## config.mk

```make
export PLATFORM = sky130hd
export DESIGN_NAME = mem_cycle_timer
export DESIGN_NICKNAME = d
export VERILOG_FILES = /design/src/rtl/mct_pkg.sv /design/src/rtl/mct_cfg_reg.sv /design/src/rtl/mct_req_hold.sv /design/src/rtl/mct_cycle_fsm.sv /design/src/rtl/mem_cycle_timer.sv
export SDC_FILE = /design/constraint.sdc
export NUM_CORES = 1
export LEC_CHECK = 0
export ABC_AREA = 1
export BUFFER_PORTS_ARGS = -buffer_cell sky130_fd_sc_hd__buf_2
export CAP_MARGIN = 20
export CORE_AREA = 2 2 39 41
export DETAILED_ROUTE_END_ITERATION = 10
export DIE_AREA = 0 0 41 43
export GPL_TIMING_DRIVEN = 0
export PLACE_DENSITY = 0.81
export SYNTH_ARGS = -nofsm -noshare
export SYNTH_HDL_FRONTEND = slang
export SYNTH_SLANG_ARGS = --single-unit
```

## constraint.sdc

```tcl
create_clock -name clk -period 1.5 [get_ports clk]
set_clock_uncertainty 0.05 [all_clocks]
set_input_delay 0.3 -clock clk [delete_from_list [all_inputs] [get_ports clk]]
set_output_delay 0.3 -clock clk [all_outputs]
set_load 0.1 [all_outputs]
```

## src/rtl/mct_pkg.sv

```systemverilog
// Package: shared types for the memory cycle timer.
// Assumes: nothing beyond IEEE 1800-2017.
package mct_pkg;

    // Phase of one bus memory cycle
    typedef enum logic [1:0] {
        PH_IDLE    = 2'd0,
        PH_ACTIVE  = 2'd1,
        PH_RECOVER = 2'd2
    } phase_e;

endpackage

```

## src/rtl/mct_cfg_reg.sv

```systemverilog
// Module: configuration register for strobe length and recovery select.
// Assumes: writes come as single-cycle enables; values hold between writes.
module mct_cfg_reg #(
    parameter int          ACT_W   = 3,
    parameter logic [ACT_W-1:0] ACT_RST = 3'd4
) (
    input  logic             clk,
    input  logic             rst_n,
    input  logic             wr_en,
    input  logic [ACT_W-1:0] act_in,
    input  logic             short_in,
    output logic [ACT_W-1:0] act_q,
    output logic             short_q
);

    // Store the settings on a write; reset to the default timing
    always_ff @(posedge clk) begin
        if (!rst_n) begin
            act_q   <= ACT_RST;
            short_q <= 1'b0;
        end else if (wr_en) begin
            act_q   <= act_in;
            short_q <= short_in;
        end
    end

    // the register changes only when written
    a_r6_cfg_hold: assert property (@(posedge clk) disable iff (!rst_n)
        !wr_en |=> ($stable(act_q) && $stable(short_q)));

endmodule

```

## src/rtl/mct_req_hold.sv

```systemverilog
// Module: one-deep holder for requests that arrive while a cycle runs.
// Assumes: launch marks the edge on which the sequencer starts a cycle.
module mct_req_hold (
    input  logic clk,
    input  logic rst_n,
    input  logic req,
    input  logic busy,
    input  logic launch,
    output logic pending
);

    // Set on a request while busy, clear when a cycle is launched
    always_ff @(posedge clk) begin
        if (!rst_n) begin
            pending <= 1'b0;
        end else if (launch) begin
            pending <= 1'b0;
        end else if (req && busy) begin
            pending <= 1'b1;
        end
    end

    // a held request is never dropped before it is launched
    a_r7_hold_kept: assert property (@(posedge clk) disable iff (!rst_n)
        (pending && !launch) |=> pending);

endmodule

```

## src/rtl/mct_cycle_fsm.sv

```systemverilog
// Module: phase sequencer and shared down-counter for one memory cycle.
// Assumes: IDLE_SHORT >= 1 and IDLE_LONG >= IDLE_SHORT; recovery choice is
// captured at launch so mid-cycle register writes do not disturb it.
module mct_cycle_fsm #(
    parameter int ACT_W      = 3,
    parameter int IDLE_LONG  = 4,
    parameter int IDLE_SHORT = 2,
    parameter int CNT_W      = 3
) (
    input  logic             clk,
    input  logic             rst_n,
    input  logic             start_req,
    input  logic [ACT_W-1:0] act_len,
    input  logic             short_sel,
    output logic             launch,
    output logic             strobe,
    output logic             busy,
    output logic             done
);
    import mct_pkg::*;

    localparam logic [CNT_W-1:0] LONG_LOAD  = CNT_W'(IDLE_LONG - 1);
    localparam logic [CNT_W-1:0] SHORT_LOAD = CNT_W'(IDLE_SHORT - 1);

    phase_e           phase;
    logic [CNT_W-1:0] cnt;
    logic             short_cap;
    logic             last;

    // Decode the final clock of a phase and the launch condition
    always_comb begin
        last   = (cnt == '0);
        launch = start_req &&
                 ((phase == PH_IDLE) || ((phase == PH_RECOVER) && last));
    end

    // Advance the phase and count down the clocks left in it
    always_ff @(posedge clk) begin
        if (!rst_n) begin
            phase     <= PH_IDLE;
            cnt       <= '0;
            short_cap <= 1'b0;
        end else if (launch) begin
            phase     <= PH_ACTIVE;
            cnt       <= CNT_W'(act_len);
            short_cap <= short_sel;
        end else begin
            case (phase)
                PH_ACTIVE: begin
                    if (last) begin
                        phase <= PH_RECOVER;
                        cnt   <= short_cap ? SHORT_LOAD : LONG_LOAD;
                    end else begin
                        cnt <= cnt - 1'b1;
                    end
                end
                PH_RECOVER: begin
                    if (last) begin
                        phase <= PH_IDLE;
                    end else begin
                        cnt <= cnt - 1'b1;
                    end
                end
                default: begin
                    phase <= PH_IDLE;
                end
            endcase
        end
    end

    // Drive the bus-facing flags from the phase
    always_comb begin
        strobe = (phase == PH_ACTIVE);
        busy   = (phase != PH_IDLE);
        done   = strobe && last;
    end

    // the done marker is always followed by recovery
    a_r5_done_then_recover: assert property (@(posedge clk) disable iff (!rst_n)
        done |=> (phase == PH_RECOVER));

    // recovery never counts beyond the long setting
    a_r4_recover_bound: assert property (@(posedge clk) disable iff (!rst_n)
        (phase == PH_RECOVER) |-> (cnt <= LONG_LOAD));

    // a request at the end of recovery restarts the strobe with no gap
    a_r7_no_gap: assert property (@(posedge clk) disable iff (!rst_n)
        ((phase == PH_RECOVER) && last && start_req) |=> strobe);

    // without a request recovery drops back to idle
    a_r8_back_to_idle: assert property (@(posedge clk) disable iff (!rst_n)
        ((phase == PH_RECOVER) && last && !start_req) |=> !busy);

endmodule

```

## src/rtl/mem_cycle_timer.sv

```systemverilog
// Module: top of the programmable bus memory cycle timer.
// Assumes: clk period is one timing step (50 ns); reset is synchronous.
module mem_cycle_timer #(
    parameter int                ACT_W      = 3,
    parameter logic [ACT_W-1:0]  ACT_RST    = 3'd4,
    parameter int                IDLE_LONG  = 4,
    parameter int                IDLE_SHORT = 2
) (
    input  logic             clk,
    input  logic             rst_n,
    input  logic             req_i,
    input  logic             cfg_wr_i,
    input  logic [ACT_W-1:0] cfg_active_i,
    input  logic             cfg_idle_short_i,
    output logic             strobe_o,
    output logic             busy_o,
    output logic             done_o
);

    localparam int IDLE_W = (IDLE_LONG > 1) ? $clog2(IDLE_LONG) : 1;
    localparam int CNT_W  = (ACT_W > IDLE_W) ? ACT_W : IDLE_W;

    logic [ACT_W-1:0] act_len;
    logic             short_sel;
    logic             pending;
    logic             launch;
    logic             start_req;

    // Merge a live request with a held one
    always_comb begin
        start_req = req_i || pending;
    end

    mct_cfg_reg #(
        .ACT_W   (ACT_W),
        .ACT_RST (ACT_RST)
    ) u_cfg (
        .clk      (clk),
        .rst_n    (rst_n),
        .wr_en    (cfg_wr_i),
        .act_in   (cfg_active_i),
        .short_in (cfg_idle_short_i),
        .act_q    (act_len),
        .short_q  (short_sel)
    );

    mct_req_hold u_hold (
        .clk     (clk),
        .rst_n   (rst_n),
        .req     (req_i),
        .busy    (busy_o),
        .launch  (launch),
        .pending (pending)
    );

    mct_cycle_fsm #(
        .ACT_W      (ACT_W),
        .IDLE_LONG  (IDLE_LONG),
        .IDLE_SHORT (IDLE_SHORT),
        .CNT_W      (CNT_W)
    ) u_fsm (
        .clk       (clk),
        .rst_n     (rst_n),
        .start_req (start_req),
        .act_len   (act_len),
        .short_sel (short_sel),
        .launch    (launch),
        .strobe    (strobe_o),
        .busy      (busy_o),
        .done      (done_o)
    );

    // the strobe only rises because of a live or held request
    a_r2_rise_has_cause: assert property (@(posedge clk) disable iff (!rst_n)
        $rose(strobe_o) |-> ($past(req_i) || $past(pending)));

    // strobe is never high outside a busy cycle
    a_r4_strobe_in_busy: assert property (@(posedge clk) disable iff (!rst_n)
        strobe_o |-> busy_o);

endmodule

```

==> flow_summary.yaml <==
final_layout:
  area_growth_pct: 50.7
  diodes: 0
  layout_common_cells: "buf_4 (13), nor2_1 (10), nand2_1 (10)"
  num-fill-cells: 112
  final_common_cell: "buf_4"
  nets: 124
  drive_gt1_frac: 0.518
  fin_util: 0.704
  stdcell_count: 126
power:
  power.density_nw_per_um2: 1020
  p_leak_nw: 0.423
  power.total_mw: 0.995
  max-vdd-ir-drop_v: 0.000601
detailed_routing:
  firstDrtPassIters: 4
  wirelength_um: 1360
  drcViolationCount: 0
  drt_iter0_drc: 13
  drtAntennaViolNets: 0
  wl_per_cell_um: 10.8
  routed_via_density: 4.75
  num_vias: 599
clock_tree:
  clk_pin_slew_ns: 0.06
  cts_buffers: 3
  cts_buffer_depth: 2
  cts_root_buffer: "clkbuf_4"
  clock_latency_ns: 0.25
  hold_buffers: 0
  clock-sinks: 11
  htreeDepth: 1
  cts_tree: "built"
global_routing:
  grt_usage: 0.182
  grt_pass1_vias: 597
  grt_antenna_before_repair: 0
  gr-total-overflow: 0
  grt_first_pass_wirelength_um: 2290
  grt_start_max_net_pins: 11
outcome:
  status: "finished with violations"
  violations: "negative setup slack"
placement:
  dpl.hpwl_um: 932
  place_congestion: 0.719
  io_buffers: 9
  dp_cells: 111
timing:
  rsz0062_at_grt: "true"
  maxSlewViolCount: 0
  period_share: 1.11
  tightest_slew_ns: 0.278
  layout_min_cycle_time_ns: 1.66
  fin_hold_ws_ns: 0.218
  max_freq_mhz: 601
  finalSetupViolCount: 1
  slew_headroom: 0.816
  hold_viol: 0
  fin_ws_ns: -0.164
worst_setup_path:
  cp.required_ns: 1.15
  endpoint_kind: "output pin"
  cp.arrival_ns: 1.31
  crit_fanout: 2
  worstSetupPathType: "reg -> out"
  r2r_slack_ns: 0.10
  r2r_start: "u_fsm.cnt[0]$_SDFFE_PN0P_"
  reg2reg_depth: 10
  critPathLaunch: "u_fsm.cnt[0]$_SDFFE_PN0P_"
  critPathLaunchType: "flip-flop"
  timing.rr.end: "u_fsm.cnt[0]$_SDFFE_PN0P_"
logic_synthesis:
  synth-seq-area-share: 0.340
  synth_top_family_by_area: "simple AND/OR/NAND/NOR gates"
  syn_inst: 86
  muxShareOfSynthArea: 0
  yosysWarnings: 0
  synthXorXnorAreaFrac: 0.0135
  netlist_area_sq_um: 647
  synth-simple-area-share: 0.340
  synth_compound_area_frac: 0.104
  synth-seq-cells: 11
  avgSynthCellArea_sq_um: 7.52
  yosys.area_share.adder: 0.0967
  synth_fp_nets: 99
  yosysUniqueCellTypes: 20
worst_hold_path:
  hp-start: "cfg_active_i[1]"
  min_to: "u_cfg.act_q[1]$_SDFFE_PN0P_"
  hold_path_depth: 3
  hp-class: "in -> reg"
job:
  drv_cap: 0
die:
  pin_count: 11
  die_w_um: 41
  dieArea_sq_um: 1760
  floorplan.rows: 14
  floorplan.initialDensity: 0.467
  core_area_sq_um: 1380
  die_y_um: 43
==> final cells by class <==
type | count | area [sq um] | area share
multi-input cells | 58 | 455 | 0.467
clock buffers | 4 | 26.3 | 0.0270
inverters | 16 | 76.3 | 0.0783
plain buffers | 1 | 7.51 | 0.00770
repair buffers | 20 | 160 | 0.164
well taps | 16 | 20.0 | 0.0205
flip-flops and latches | 11 | 229 | 0.235
==> routing by layer <==
layer,routed length (um),up-vias,global-route usage,share of wire
met2,744,9,0.322,0.55
met5,0,-,0,0
li1,-,319,-,-
met1,577,269,0.232,0.42
met3,27,2,0.0157,0.020
met4,14,0,0.0200,0.010
==> how the worst max path moves through the flow <==
stage                   to  depth (start not counted)
CTS                 done_o                          7
finish              done_o                          7
global route        done_o                          7
detailed placement  done_o                          7
global placement    done_o                          7
floorplan           done_o                          5
==> logic make-up after synthesis <==
logic type | Yosys count
flops | 11
compound gates | 12
simple gates | 40
xor+xnor | 1
buf+inv | 17
fa+ha+maj | 5
==> report_power, final <==
part	switching [mW]	leakage, nW	internal (mW)
clock network	0.0868	0.0150	0.102
logic	0.263	0.315	0.197
registers	0.0259	0.0927	0.320
total	0.376	0.423	0.620
==> repair_timing <==
item,in CTS,in global routing
pin swaps,4,3
buffers inserted,7,4
endpoints found under the setup margin,3,2
resized for setup,18,3
==> synth_stat cells <==
cell	count	area [sq um]
nand2_4	1	11.3
inv_2	1	3.75
or2_4	1	8.76
nand3b_1	2	15.0
nand2_2	1	6.26
nand2_8	1	20.0
inv_1	15	56.3
xor2_1	1	8.76
ha_1	5	62.6
a21oi_2	2	17.5
nand2_1	12	45.0
dfxtp_1	11	220
buf_4	1	7.51
o21ai_0	3	15.0
nand3_4	1	17.5
a21oi_1	5	25.0
nor2_2	3	18.8
nor2_1	10	37.5
nand3_1	8	40.0
o21ai_1	2	10.0
==> flip-flops by register name (all words and copies together) (netlist names) <==
signal	flops
u_hold.pending	1
u_cfg.act_q	3
u_fsm.phase	2
u_fsm.short_cap	1
u_cfg.short_q	1
u_fsm.cnt	3
==> critical path, stage by stage, from the launching register on <==
cell and delay (ns):
dfxtp_2 0.34, inv_4 0.06, ha_4 0.12, inv_2 0.04, nor2_4 0.13, a21oi_4 0.05
nor2_4 0.14, buf_12 0.18
==> metrics by stage <==
| stage | worst slack (ns) | area [sq um] | TNS (ns) |
|---|---|---|---|
| CTS | -0.141 | 940 | -0.253 |
| detailed placement | -0.265 | 800 | -0.265 |
| floorplan | -0.189 | 734 | -1.05 |
| global placement | -0.252 | 800 | -0.252 |
| global route | -0.223 | 975 | -0.223 |
| finish | -0.164 | 975 | -0.164 |
(Power assumes the default switching activity.)
